## config.mk

```make
export PLATFORM = sky130hd
export DESIGN_NAME = paged_xlate
export DESIGN_NICKNAME = d
export VERILOG_FILES = /design/src/rtl/xlate_pkg.sv /design/src/rtl/xlate_pagereg.sv /design/src/rtl/xlate_ovl_det.sv /design/src/rtl/xlate_decode.sv /design/src/rtl/paged_xlate.sv
export SDC_FILE = /design/constraint.sdc
export NUM_CORES = 1
export LEC_CHECK = 0
export ABC_AREA = 1
export ABC_CLOCK_PERIOD_IN_PS = 2850
export BUFFER_PORTS_ARGS = -buffer_cell sky130_fd_sc_hd__buf_2
export CORE_MARGIN = 3
export CORE_UTILIZATION = 39
export CTS_BUF_LIST = sky130_fd_sc_hd__clkbuf_4 sky130_fd_sc_hd__clkbuf_8
export DETAILED_ROUTE_END_ITERATION = 10
export HOLD_SLACK_MARGIN = 0.12
export PLACE_DENSITY = 0.85
export SLEW_MARGIN = 25
export SYNTH_ARGS = -nofsm -noshare
export SYNTH_HDL_FRONTEND = slang
export SYNTH_SLANG_ARGS = --single-unit
```

## constraint.sdc

```tcl
create_clock -name clk -period 2.85 [get_ports clk]
set_clock_uncertainty 0.05 [all_clocks]
set_input_delay 0.57 -clock clk [delete_from_list [all_inputs] [get_ports clk]]
set_output_delay 0.57 -clock clk [all_outputs]
set_load 0.02 [all_outputs]
```

## src/rtl/xlate_pkg.sv

```systemverilog
package xlate_pkg;
    // Quarter of the local map, taken from the two top address bits.
    typedef enum logic [1:0] {
        RGN_LOW    = 2'b00,
        RGN_FIXED  = 2'b01,
        RGN_WINDOW = 2'b10,
        RGN_TOP    = 2'b11
    } region_e;
endpackage

```

## src/rtl/xlate_pagereg.sv

```systemverilog
module xlate_pagereg #(
    parameter int PAGE_W = 4,
    parameter int DATA_W = 8,
    parameter int N_PG   = 2,
    parameter int IDX_W  = 1
) (
    input  logic                         clk,
    input  logic                         rst_n,
    input  logic                         wen,
    input  logic [IDX_W-1:0]             idx,
    input  logic [DATA_W-1:0]            wdata,
    output logic [DATA_W-1:0]            rdata,
    output logic [N_PG-1:0][PAGE_W-1:0]  pages
);
    typedef struct packed {
        logic [N_PG-1:0][PAGE_W-1:0] pg;
    } pr_state_t;

    pr_state_t st_d, st_q;
    logic      unused_hi;

    assign unused_hi = ^wdata[DATA_W-1:PAGE_W];

    always_comb begin
        st_d = st_q;
        if (wen && (int'(idx) < N_PG)) begin
            st_d.pg[idx] = wdata[PAGE_W-1:0];
        end
    end

    always_ff @(posedge clk) begin
        if (!rst_n) st_q <= '0;
        else        st_q <= st_d;
    end

    always_comb begin
        rdata = '0;
        if (int'(idx) < N_PG) rdata = DATA_W'(st_q.pg[idx]);
    end

    assign pages = st_q.pg;

    for (genvar i = 0; i < N_PG; i++) begin : g_chk
        // a write lands only in the addressed register.
        assert_wr_lands_R2: assert property (@(posedge clk) disable iff (!rst_n)
            (wen && int'(idx) == i) |=> (pages[i] == $past(wdata[PAGE_W-1:0])));
        assert_other_kept_R3: assert property (@(posedge clk) disable iff (!rst_n)
            (wen && int'(idx) != i) |=> $stable(pages[i]));
    end

    assert_idle_hold_R2: assert property (@(posedge clk) disable iff (!rst_n)
        !wen |=> $stable(pages));
endmodule

```

## src/rtl/xlate_ovl_det.sv

```systemverilog
module xlate_ovl_det
    import xlate_pkg::*;
#(
    parameter int              LADDR_W   = 16,
    parameter int              PAGE_W    = 4,
    parameter int              OVL_LSB_W = 8,
    parameter logic [PAGE_W-1:0] OVL_PAGE = '1
) (
    input  logic               clk,
    input  logic               rst_n,
    input  logic [LADDR_W-1:0] addr,
    input  logic [PAGE_W-1:0]  eff_pg,
    input  logic               dbg_mode,
    output logic               hit
);
    localparam int WIN_W = LADDR_W - 2;

    region_e rgn;
    logic    in_top_slice;

    assign rgn          = region_e'(addr[LADDR_W-1 -: 2]);
    assign in_top_slice = &addr[WIN_W-1:OVL_LSB_W];

    always_comb begin
        hit = 1'b0;
        if (dbg_mode && (rgn == RGN_WINDOW) && (eff_pg == OVL_PAGE) && in_top_slice) begin
            hit = 1'b1;
        end
    end

    // an overlay hit needs debug mode and a window address.
    assert_ovl_needs_mode_R9: assert property (@(posedge clk) disable iff (!rst_n)
        hit |-> (dbg_mode && addr[LADDR_W-1 -: 2] == 2'b10));
endmodule

```

## src/rtl/xlate_decode.sv

```systemverilog
module xlate_decode
    import xlate_pkg::*;
#(
    parameter int                LADDR_W    = 16,
    parameter int                PAGE_W     = 4,
    parameter logic [PAGE_W-1:0] FIXED_PAGE = 'hD,
    parameter logic [PAGE_W-1:0] TOP_PAGE   = '1
) (
    input  logic                          clk,
    input  logic                          rst_n,
    input  logic [LADDR_W-1:0]            addr,
    input  logic [PAGE_W-1:0]             eff_pg,
    input  logic                          ovl_hit,
    output logic [PAGE_W+LADDR_W-3:0]     gaddr,
    output logic                          flash,
    output logic                          other,
    output logic                          fw
);
    localparam int WIN_W = LADDR_W - 2;
    localparam int GA_W  = PAGE_W + WIN_W;

    region_e rgn;
    assign rgn = region_e'(addr[LADDR_W-1 -: 2]);

    always_comb begin
        gaddr = GA_W'(addr);
        flash = 1'b0;
        other = 1'b0;
        fw    = 1'b0;
        unique case (rgn)
            RGN_LOW: begin
                other = 1'b1;
            end
            RGN_FIXED: begin
                gaddr = {FIXED_PAGE, addr[WIN_W-1:0]};
                flash = 1'b1;
            end
            RGN_WINDOW: begin
                gaddr = {eff_pg, addr[WIN_W-1:0]};
                fw    = ovl_hit;
                flash = !ovl_hit;
            end
            RGN_TOP: begin
                gaddr = {TOP_PAGE, addr[WIN_W-1:0]};
                flash = 1'b1;
            end
        endcase
    end

    assert_one_target_R11: assert property (@(posedge clk) disable iff (!rst_n)
        $countones({flash, other, fw}) == 1);
    assert_top_fixed_R6: assert property (@(posedge clk) disable iff (!rst_n)
        (addr[LADDR_W-1 -: 2] == 2'b11) |-> (gaddr[GA_W-1 -: PAGE_W] == TOP_PAGE && flash));
    assert_low_not_flash_R8: assert property (@(posedge clk) disable iff (!rst_n)
        (addr[LADDR_W-1 -: 2] == 2'b00) |-> (other && !flash && !fw));
endmodule

```

## src/rtl/paged_xlate.sv

```systemverilog
module paged_xlate #(
    parameter int LADDR_W   = 16,
    parameter int PAGE_W    = 4,
    parameter int DATA_W    = 8,
    parameter int OVL_LSB_W = 8
) (
    input  logic                          clk,
    input  logic                          rst_n,
    input  logic                          reg_wen,
    input  logic                          reg_sel,
    input  logic [DATA_W-1:0]             reg_wdata,
    output logic [DATA_W-1:0]             reg_rdata,
    input  logic [LADDR_W-1:0]            loc_addr,
    input  logic                          dbg_src,
    input  logic                          dbg_page_en,
    input  logic                          dbg_mode,
    output logic [PAGE_W+LADDR_W-3:0]     glb_addr,
    output logic                          flash_sel,
    output logic                          other_sel,
    output logic                          fw_sel
);
    localparam int N_PG    = 2;
    localparam int IDX_W   = 1;
    localparam int PG_CPU  = 0;
    localparam int PG_DBG  = 1;

    logic [N_PG-1:0][PAGE_W-1:0] pages;
    logic [PAGE_W-1:0]           eff_pg;
    logic                        use_dbg;
    logic                        ovl_hit;

    xlate_pagereg #(
        .PAGE_W(PAGE_W), .DATA_W(DATA_W), .N_PG(N_PG), .IDX_W(IDX_W)
    ) u_regs (
        .clk(clk), .rst_n(rst_n), .wen(reg_wen), .idx(reg_sel),
        .wdata(reg_wdata), .rdata(reg_rdata), .pages(pages)
    );

    assign use_dbg = dbg_src && dbg_page_en;
    assign eff_pg  = use_dbg ? pages[PG_DBG] : pages[PG_CPU];

    xlate_ovl_det #(
        .LADDR_W(LADDR_W), .PAGE_W(PAGE_W), .OVL_LSB_W(OVL_LSB_W)
    ) u_ovl (
        .clk(clk), .rst_n(rst_n), .addr(loc_addr), .eff_pg(eff_pg),
        .dbg_mode(dbg_mode), .hit(ovl_hit)
    );

    xlate_decode #(
        .LADDR_W(LADDR_W), .PAGE_W(PAGE_W)
    ) u_dec (
        .clk(clk), .rst_n(rst_n), .addr(loc_addr), .eff_pg(eff_pg),
        .ovl_hit(ovl_hit), .gaddr(glb_addr), .flash(flash_sel),
        .other(other_sel), .fw(fw_sel)
    );

    // without both qualifiers the window follows the normal page register.
    assert_cpu_page_R5: assert property (@(posedge clk) disable iff (!rst_n)
        (!(dbg_src && dbg_page_en) && loc_addr[LADDR_W-1 -: 2] == 2'b10)
        |-> (glb_addr[PAGE_W+LADDR_W-3 -: PAGE_W] == pages[PG_CPU]));
    // readback never carries bits above the page field.
    assert_rd_upper_zero_R2: assert property (@(posedge clk) disable iff (!rst_n)
        reg_rdata[DATA_W-1:PAGE_W] == '0);
endmodule

```

==> flow_summary.json, run 1 <==
{
  "ys_seq_area_frac": 0.260,
  "n_fill_cell": 155,
  "crit_path_end_kind": "primary output",
  "grt_pass1_vias": 531,
  "drtAntennaViolNets": 0,
  "reg2reg_to": "u_regs.pages[7]",
  "seqPwrFrac": 0.414,
  "grt_pass1_wl_um": 1990,
  "p_int_mw": 0.199,
  "r2r_slack_ns": 2.20,
  "met1_usage": 0.146,
  "worstHoldPathType": "reg -> reg",
  "die-area_um2": 2090,
  "ctsHoldBuffers": 0,
  "cts_setup_buffers": 0,
  "critPathLaunchType": "primary input",
  "insertion_delay_ns": 0.24,
  "grt_max_degree": 12,
  "syn_inst": 100,
  "yosys.cell_types.count": 13,
  "met2_usage": 0.220,
  "gp_congestion": 0.720,
  "cp_data_arrival_time_ns": 1.41,
  "setup_tns_ns": 0,
  "max-vdd-ir-drop_uv": 275,
  "pre_cts_ws_ns": 0.811,
  "via_count": 622,
  "critPathMaxFanout": 4,
  "critPathKind": "in -> out",
  "yosysMostFrequentCell": "nand2_1",
  "combPwrFrac": 0.308,
  "drive_above_1_share": 0.320,
  "fmaxAchievable_mhz": 492,
  "setup_ws_ns": 0.819,
  "wire_per_inst_um": 9.36,
  "first_pass_iters": 4,
  "synth_edf_count": 0,
  "grtUsageMet3": 0.0198,
  "cts-root-buf": "clkbuf_4",
  "clkPwrFrac": 0.278,
  "async_flop_share": 0,
  "period_share": 0.713,
  "p_sw_frac": 0.327,
  "p_leak_nw": 0.399,
  "final_hold_viol_count": 0,
  "yosys_warnings": 0,
  "yosys-top-cells-area": "dfxtp_1, buf_4, nand2_1",
  "whs_path_depth": 2,
  "synth_top_area_share": 0.260,
  "synthTopCellsByCount": "nand2_1, buf_4, inv_1, o21ai_0",
  "final.min_clock_period_ns": 2.03,
  "drc": 0,
  "n_antenna_cell": 0,
  "setup_viol": 0,
  "htreeDepth": 1,
  "slew_viol_final": 0,
  "port_buffers": 35,
  "busiest_layer": "met2",
  "gr-total-overflow": 0,
  "clk_pin_slew_worst_paths_ns": 0.05,
  "cap_viol_max_count": 0,
  "reg2reg_depth": 2,
  "synth_seq_cells": 8,
  "ctsResizeCount": 0,
  "die_w_um": 45.7,
  "core_area_um2": 1380,
  "clkSinkCount": 8,
  "ios": 60,
  "row_count": 13,
  "crit_required_ns": 2.23,
  "vias_per_cell": 4.54,
  "die_h_um": 45.7,
  "routed_wirelength_um": 1280,
  "synth_top_area_cell": "dfxtp_1",
  "clockBufferDepth": 2,
  "largest_register_ffs": 8,
  "cts_tree": "yes",
  "outcome": "completed",
  "synth_top_flop_cell": "dfxtp_1",
  "r2r_start": "u_regs.pages[7]",
  "power_density_nw_per_um2": 421,
  "avgSynthCellArea_um2": 6.16,
  "p_sw_mw": 0.0966,
  "grt_usage": 0.128,
  "area_delta_synth_final_pct": 14.2,
  "rsz0062_at_grt": "no",
  "numCtsBuffers": 3,
  "antenna_found_initial": 0,
  "drtIter0Drc": 11,
  "hold_start": "u_regs.pages[6]",
  "start_util": 0.445,
  "min_to": "u_regs.pages[6]",
  "netlist_area_um2": 616,
  "finalNetCount": 155,
  "hpwl_um": 1090
}
[metal layers]
metal,vias up,part of all wire
met2,36,0.47
met4,0,0
met5,-,0
met1,250,0.38
met3,0,0.15
li1,336,-
[critical path, stage by stage]
cell     delay [ns]
buf_2          0.12
inv_1          0.08
nand2_1        0.06
nor2_1         0.10
nand2_1        0.06
nor2_1         0.08
nand3_1        0.10
nand2_1        0.07
inv_1          0.03
buf_2          0.14
[layout make-up]
cell class / instances / area, µm² / share of cell area
Clock buffer: 3 / 22.5 / 0.0320
Tap cell: 15 / 18.8 / 0.0267
Multi-Input combinational cell: 61 / 270 / 0.384
Inverter: 15 / 56.3 / 0.0801
Timing Repair Buffer: 35 / 175 / 0.249
Sequential cell: 8 / 160 / 0.228
[power by group through the flow]
stage | Sequential (mW) | Combinational [mW] | Clock (mW)
4_1_cts | 0.123 | 0.0920 | 0.0848
5_1_grt | 0.123 | 0.103 | 0.0887
3_3_place_gp | 0.124 | 0.0902 | 0
6_report | 0.123 | 0.0911 | 0.0821
3_5_place_dp | 0.125 | 0.0916 | 0
2_1_floorplan | 0.124 | 0.0830 | 0
[worst max-delay path by stage]
stage | from | to | slack [ns]
2_1_floorplan | dbg_src | glb_addr[15] | 0.99
3_3_place_gp | dbg_src | flash_sel | 0.87
3_5_place_dp | loc_addr[14] | flash_sel | 0.81
4_1_cts | loc_addr[14] | flash_sel | 0.81
5_1_grt | loc_addr[14] | flash_sel | 0.70
6_report | loc_addr[14] | flash_sel | 0.82
[stage by stage]
| step | cell area [µm²] | utilization | power (mW) | hold WS (ns) | instances |
|---|---|---|---|---|---|
| after floorplan | 627 | - | 0.207 | 0.393 | 103 |
| after detailed placement | 681 | 0.492 | 0.216 | 0.420 | 134 |
| final | 703 | 0.509 | 0.296 | 0.430 | 137 |
| after global routing | 703 | 0.509 | 0.315 | 0.459 | 137 |
| after CTS | 703 | 0.509 | 0.299 | 0.429 | 137 |
| after global placement | 681 | 0.492 | 0.215 | 0.413 | 134 |
[cells in the final DEF, fill, tap and decap left out]
cell	synthesis	routed
buf_2	1	35
dfxtp_1	8	8
nand2_1	21	21
clkbuf_4	0	3
inv_1	15	15
nor2_1	8	8
a21oi_1	8	8
nand3_1	4	4
o21ai_0	12	12
conb_1	1	4
nand2_2	1	1
a21boi_0	1	1
a31oi_1	2	2
[logic make-up after synthesis]
| kind of cell | synth area share |
|---|---|
| AO/OA/AOI/OAI | 0.195 |
| buffers and inverters | 0.319 |
| flip-flops | 0.260 |
| other | 0.00609 |
| AND/OR/NAND/NOR | 0.220 |
Power figures use the tool's default switching activity.
==> run 2: changes to the inputs <==
--- a/config.mk
+++ b/config.mk
@@ -5,15 +5,15 @@
 export SDC_FILE = /design/constraint.sdc
 export NUM_CORES = 1
 export LEC_CHECK = 0
-export ABC_AREA = 1
-export ABC_CLOCK_PERIOD_IN_PS = 2850
+export ABC_AREA = 0
+export ABC_CLOCK_PERIOD_IN_PS = 1700
 export BUFFER_PORTS_ARGS = -buffer_cell sky130_fd_sc_hd__buf_2
 export CORE_MARGIN = 3
-export CORE_UTILIZATION = 39
+export CORE_UTILIZATION = 33
 export CTS_BUF_LIST = sky130_fd_sc_hd__clkbuf_4 sky130_fd_sc_hd__clkbuf_8
 export DETAILED_ROUTE_END_ITERATION = 10
 export HOLD_SLACK_MARGIN = 0.12
-export PLACE_DENSITY = 0.85
+export PLACE_DENSITY = 0.76
 export SLEW_MARGIN = 25
 export SYNTH_ARGS = -nofsm -noshare
 export SYNTH_HDL_FRONTEND = slang
==> constraint.sdc (replaced) <==
create_clock -name clk -period 1.7 [get_ports clk]
set_clock_uncertainty 0.05 [all_clocks]
set_input_delay 0.34 -clock clk [delete_from_list [all_inputs] [get_ports clk]]
set_output_delay 0.34 -clock clk [all_outputs]
set_load 0.02 [all_outputs]
==> flow_summary.json, run 2 <==
{
  "final_area_um2": 797,
  "via_count": 613,
  "netlist_area_um2": 632,
  "gp_congestion": 0.732,
  "cap_viol_max_count": 0,
  "critPathLaunchType": "register",
  "ys_seq_area_frac": 0.253,
  "cp_data_arrival_time_ns": 1.40,
  "critPathKind": "reg -> out",
  "p_int_mw": 0.343,
  "wire_per_inst_um": 11.4,
  "combPwrFrac": 0.302,
  "p_sw_mw": 0.155,
  "cts-root-buf": "clkbuf_4",
  "whs_path_depth": 3,
  "grt_max_degree": 11,
  "row_count": 15,
  "die_h_um": 49.8,
  "critPathBufInv": 1,
  "setup_viol": 1,
  "antenna_found_initial": 0,
  "first_pass_iters": 4,
  "placedInstanceArea_um2": 749,
  "area_delta_synth_final_pct": 26.1,
  "clkSinkCount": 8,
  "setup_ws_ns": -0.0946,
  "die_w_um": 49.8,
  "synth_edf_count": 0,
  "clk_pin_slew_worst_paths_ns": 0.05,
  "critPathMaxFanout": 2,
  "final_hold_viol_count": 0,
  "n_antenna_cell": 0,
  "core_area_um2": 1760,
  "grt_usage": 0.122,
  "hold_start": "reg_wdata[0]",
  "grt_pass1_wl_um": 2370,
  "crit_path_end_kind": "primary output",
  "cts_tree": "yes",
  "period_share": 1.06,
  "cpMaxStageDelayCell": "dfxtp_2",
  "r2r_slack_ns": 0.90,
  "seqPwrFrac": 0.410,
  "port_buffers": 35,
  "grt_pass1_vias": 558,
  "rsz0062_at_grt": "yes",
  "outcome": "finished, violations left",
  "crit_required_ns": 1.31,
  "yosysMostFrequentCell": "buf_4",
  "critical_path.top_delay_family": "compound AO/OA/AOI/OAI gates",
  "synth_top_area_share": 0.253,
  "drtIter0Drc": 5,
  "synth_seq_cells": 8,
  "cp_cell_sequence": "nand3_2 -> a211o_1 -> o32a_1 -> buf_6",
  "routed_wirelength_um": 1480,
  "ios": 60,
  "yosys.cell_types.count": 22,
  "yosys_warnings": 0,
  "clockBufferDepth": 2,
  "vias_per_cell": 4.72,
  "slew_viol_final": 0,
  "ctsHoldBuffers": 0,
  "drive_above_1_share": 0.524,
  "syn_inst": 76,
  "mostFrequentLayoutCell": "buf_2",
  "largest_register_ffs": 8,
  "min_to": "u_regs.pages[4]",
  "insertion_delay_ns": 0.25,
  "async_flop_share": 0,
  "max-vdd-ir-drop_uv": 347,
  "timing.hold.ws_ns": 0.301,
  "slowest_delay_ns": 0.33,
  "fmaxAchievable_mhz": 557,
  "worstHoldPathType": "in -> reg",
  "drtAntennaViolNets": 0,
  "avgSynthCellArea_um2": 8.31,
  "power_density_nw_per_um2": 625,
  "final_cell_mix": "buf_2, buf_4, nand2_1, mux2i_1",
  "r2r_start": "u_regs.pages[0]",
  "finalNetCount": 138,
  "p_leak_nw": 0.399,
  "numCtsBuffers": 3,
  "p_sw_frac": 0.311,
  "hpwl_um": 1220,
  "htreeDepth": 1,
  "die-area_um2": 2480,
  "synthTopCellsByCount": "buf_4, dfxtp_1, mux2i_1, nand2_1, nor2b_1",
  "violations": "negative setup slack",
  "synth_top_area_cell": "dfxtp_1",
  "synth_top_flop_cell": "dfxtp_1",
  "reg2reg_depth": 3,
  "yosys-top-cells-area": "dfxtp_1, buf_4, mux2i_1",
  "setup_tns_ns": -0.0946,
  "reg2reg_to": "u_regs.pages[0]",
  "gr-total-overflow": 0,
  "drc": 0,
  "clkPwrFrac": 0.288,
  "final.min_clock_period_ns": 1.79,
  "start_util": 0.358
}
[run 2: changes by cell type in the layout (fill, tap and decap cells not counted), sizes merged, moves of 4 or more]
cell and delta:
nand2 -14, inv -13, buf +8, nor2 -6, nor2b +5, mux2 +4, mux2i +7, o21ai -10
a21oi -7
[run 2: layout make-up]
type,count,area [µm²]
fillers,199,967
flip-flops and latches,8,164
multi-input cells,49,330
repair buffers,43,241
clock buffers,3,22.5
well taps,25,31.3
inverters,2,7.51
[run 2: cells by family after synthesis]
kind of cell | Yosys count | synth area share
and+or+nand+nor | 24 | 0.206
buffers and inverters | 22 | 0.242
muxes | 11 | 0.182
AOI/OAI and AO/OA | 10 | 0.111
DFF | 8 | 0.253
other | 1 | 0.00593
[run 2: per-layer routing]
metal	up-vias	share of wire	global-route usage	routed length, µm
li1	300	-	-	-
met1	266	0.42	0.144	628
met2	39	0.43	0.192	637
met3	8	0.12	0.0363	179
met4	0	0.022	0.0783	33
met5	-	0	0	0
[run 2: power groups by stage]
stage	clock network (mW)	logic [mW]	registers, mW
6_report	0.144	0.150	0.204
5_1_grt	0.164	0.163	0.204
4_1_cts	0.153	0.151	0.204
3_5_place_dp	0	0.145	0.208
3_3_place_gp	0	0.142	0.207
2_1_floorplan	0	0.126	0.206
[run 2: tightest hold or removal path, cell delays in order]
cell and delay, ns:
buf_2 0.11, nand3_1 0.05, a21boi_0 0.06
[run 2: repair_timing]
action                                  4_1_cts  5_1_grt
pin swaps                                     1        1
setup buffers                                 2        0
resized for setup                             5        0
endpoints found under the setup margin        2        2
[run 2: worst max-delay path by stage]
stage | start | endpoint | slack [ns] | cells after the start
global route | u_regs.pages[6] | flash_sel | -0.16 | 4
CTS | u_regs.pages[6] | flash_sel | -0.13 | 4
finish | u_regs.pages[0] | flash_sel | -0.09 | 4
global placement | dbg_src | flash_sel | -0.03 | 6
floorplan | dbg_src | fw_sel | 0.06 | 4
detailed placement | dbg_src | flash_sel | -0.05 | 6
[run 2: per-stage QoR]
stage / cells / power (mW) / worst slack, ns / utilization
after floorplan: 79 / 0.332 / 0.0553 / -
after global placement: 125 / 0.349 / -0.0334 / 0.425
after detailed placement: 125 / 0.353 / -0.0490 / 0.425
after CTS: 130 / 0.508 / -0.134 / 0.452
after global routing: 130 / 0.532 / -0.155 / 0.452
final: 130 / 0.498 / -0.0946 / 0.452
==> run 3: changes to the inputs <==
--- a/config.mk
+++ b/config.mk
@@ -18,3 +18,4 @@
 export SYNTH_ARGS = -nofsm -noshare
 export SYNTH_HDL_FRONTEND = slang
 export SYNTH_SLANG_ARGS = --single-unit
+export TNS_END_PERCENT = 10
==> flow_summary.json, run 3 (synthesized netlist as in run 2, its figures left out) <==
{
  "vias_per_cell": 4.72,
  "start_util": 0.358,
  "grt_max_degree": 11,
  "wire_per_inst_um": 11.4,
  "pre_cts_ws_ns": -0.0490,
  "gr-total-overflow": 0,
  "finalNetCount": 138,
  "n_fill_cell": 199,
  "cpMaxStageDelayCell": "dfxtp_2",
  "slew_viol_final": 0,
  "final_hold_viol_count": 0,
  "critical_path.top_delay_family": "compound AO/OA/AOI/OAI gates",
  "port_buffers": 35,
  "die-area_um2": 2480,
  "grt_pass1_wl_um": 2370,
  "max-vdd-ir-drop_uv": 347,
  "worstHoldPathType": "in -> reg",
  "multi_input_area_um2": 330,
  "largest_register_ffs": 8,
  "final.min_clock_period_ns": 1.79,
  "mostFrequentLayoutCell": "buf_2",
  "period_share": 1.06,
  "core_area_um2": 1760,
  "final_util": 0.452,
  "cap_viol_max_count": 0,
  "setup_ws_ns": -0.0946,
  "numCtsBuffers": 3,
  "antenna_found_initial": 0,
  "fmaxAchievable_mhz": 557,
  "cts-root-buf": "clkbuf_4",
  "slowest_delay_ns": 0.33,
  "drtIter0Drc": 5,
  "critPathMaxFanout": 2,
  "insertion_delay_ns": 0.25,
  "ios": 60,
  "crit_path_end_kind": "primary output",
  "crit_required_ns": 1.31,
  "ctsHoldBuffers": 0,
  "drive_above_1_share": 0.524,
  "clk_pin_slew_worst_paths_ns": 0.05,
  "hpwl_um": 1220,
  "grt_pass1_vias": 558,
  "drc": 0,
  "routed_wirelength_um": 1480,
  "via_count": 613,
  "violations": "negative setup slack",
  "clkSinkCount": 8,
  "critPathBufInv": 1,
  "area_delta_synth_final_pct": 26.1,
  "die_h_um": 49.8,
  "clockBufferDepth": 2,
  "cts_tree": "yes",
  "row_count": 15,
  "drtAntennaViolNets": 0,
  "n_antenna_cell": 0,
  "final_cell_mix": "buf_2, buf_4, nand2_1, mux2i_1",
  "gp_congestion": 0.732,
  "cp_data_arrival_time_ns": 1.40,
  "power_density_nw_per_um2": 625,
  "grt_usage": 0.122,
  "critPathKind": "reg -> out",
  "first_pass_iters": 4,
  "setup_viol": 1,
  "rsz0062_at_grt": "yes",
  "cp_cell_sequence": "nand3_2 -> a211o_1 -> o32a_1 -> buf_6",
  "outcome": "finished, violations left",
  "critPathLaunchType": "register",
  "die_w_um": 49.8,
  "register_area_um2": 164,
  "p_leak_nw": 0.399,
  "htreeDepth": 1
}
run 3: repair_timing:
action	4_1_cts	5_1_grt
buffers inserted	2	0
pin swaps	1	1
gates resized for setup	5	0
endpoints found under the setup margin	2	2
run 3: power by group:
| part | leakage, nW | internal [mW] | switching (mW) | total (mW) |
|---|---|---|---|---|
| Clock | 0.0138 | 0.0807 | 0.0629 | 0.144 |
| Combinational | 0.319 | 0.0650 | 0.0853 | 0.150 |
| Sequential | 0.0667 | 0.197 | 0.00656 | 0.204 |
run 3: layout make-up:
type	instances	share of cell area
clock buffer	3	0.0283
inverter	2	0.00942
multi-input combinational	49	0.414
sequential	8	0.206
tap	25	0.0392
timing repair buffer	43	0.303
run 3: path summary, 6_finish.rpt:
check / startpoint / endpoint / slack [ns] / cells past startpoint
setup reg to reg: u_regs.pages[0] / u_regs.pages[0] / 0.90 / 3
setup / recovery: u_regs.pages[0] / flash_sel / -0.09 / 4
hold reg to reg: u_regs.pages[7] / u_regs.pages[7] / 0.44 / 2
hold / removal: reg_wdata[0] / u_regs.pages[4] / 0.30 / 3
run 3: stage by stage:
stage          instance area [µm²]  power, mW  instances  TNS (ns)  hold slack (ns)
6_report                       797      0.498        130   -0.0946            0.301
4_1_cts                        797      0.508        130    -0.150            0.293
5_1_grt                        797      0.532        130    -0.217            0.309
3_3_place_gp                   749      0.349        125   -0.0334            0.421
3_5_place_dp                   749      0.353        125   -0.0490            0.428
2_1_floorplan                  643      0.332         79         0            0.402
run 3: metal layers:
layer / wire length (µm) / GRT usage / part of all wire / vias up
li1: - / - / - / 300
met1: 628 / 0.144 / 0.42 / 266
met2: 637 / 0.192 / 0.43 / 39
met3: 179 / 0.0363 / 0.12 / 8
met4: 33 / 0.0783 / 0.022 / 0
met5: 0 / 0 / 0 / -
run 3: worst reg2reg max path, cell delays in order, from the launching register on:
cell     delay (ns)
dfxtp_2        0.32
buf_4          0.13
mux2i_1        0.12
nor2b_1        0.06
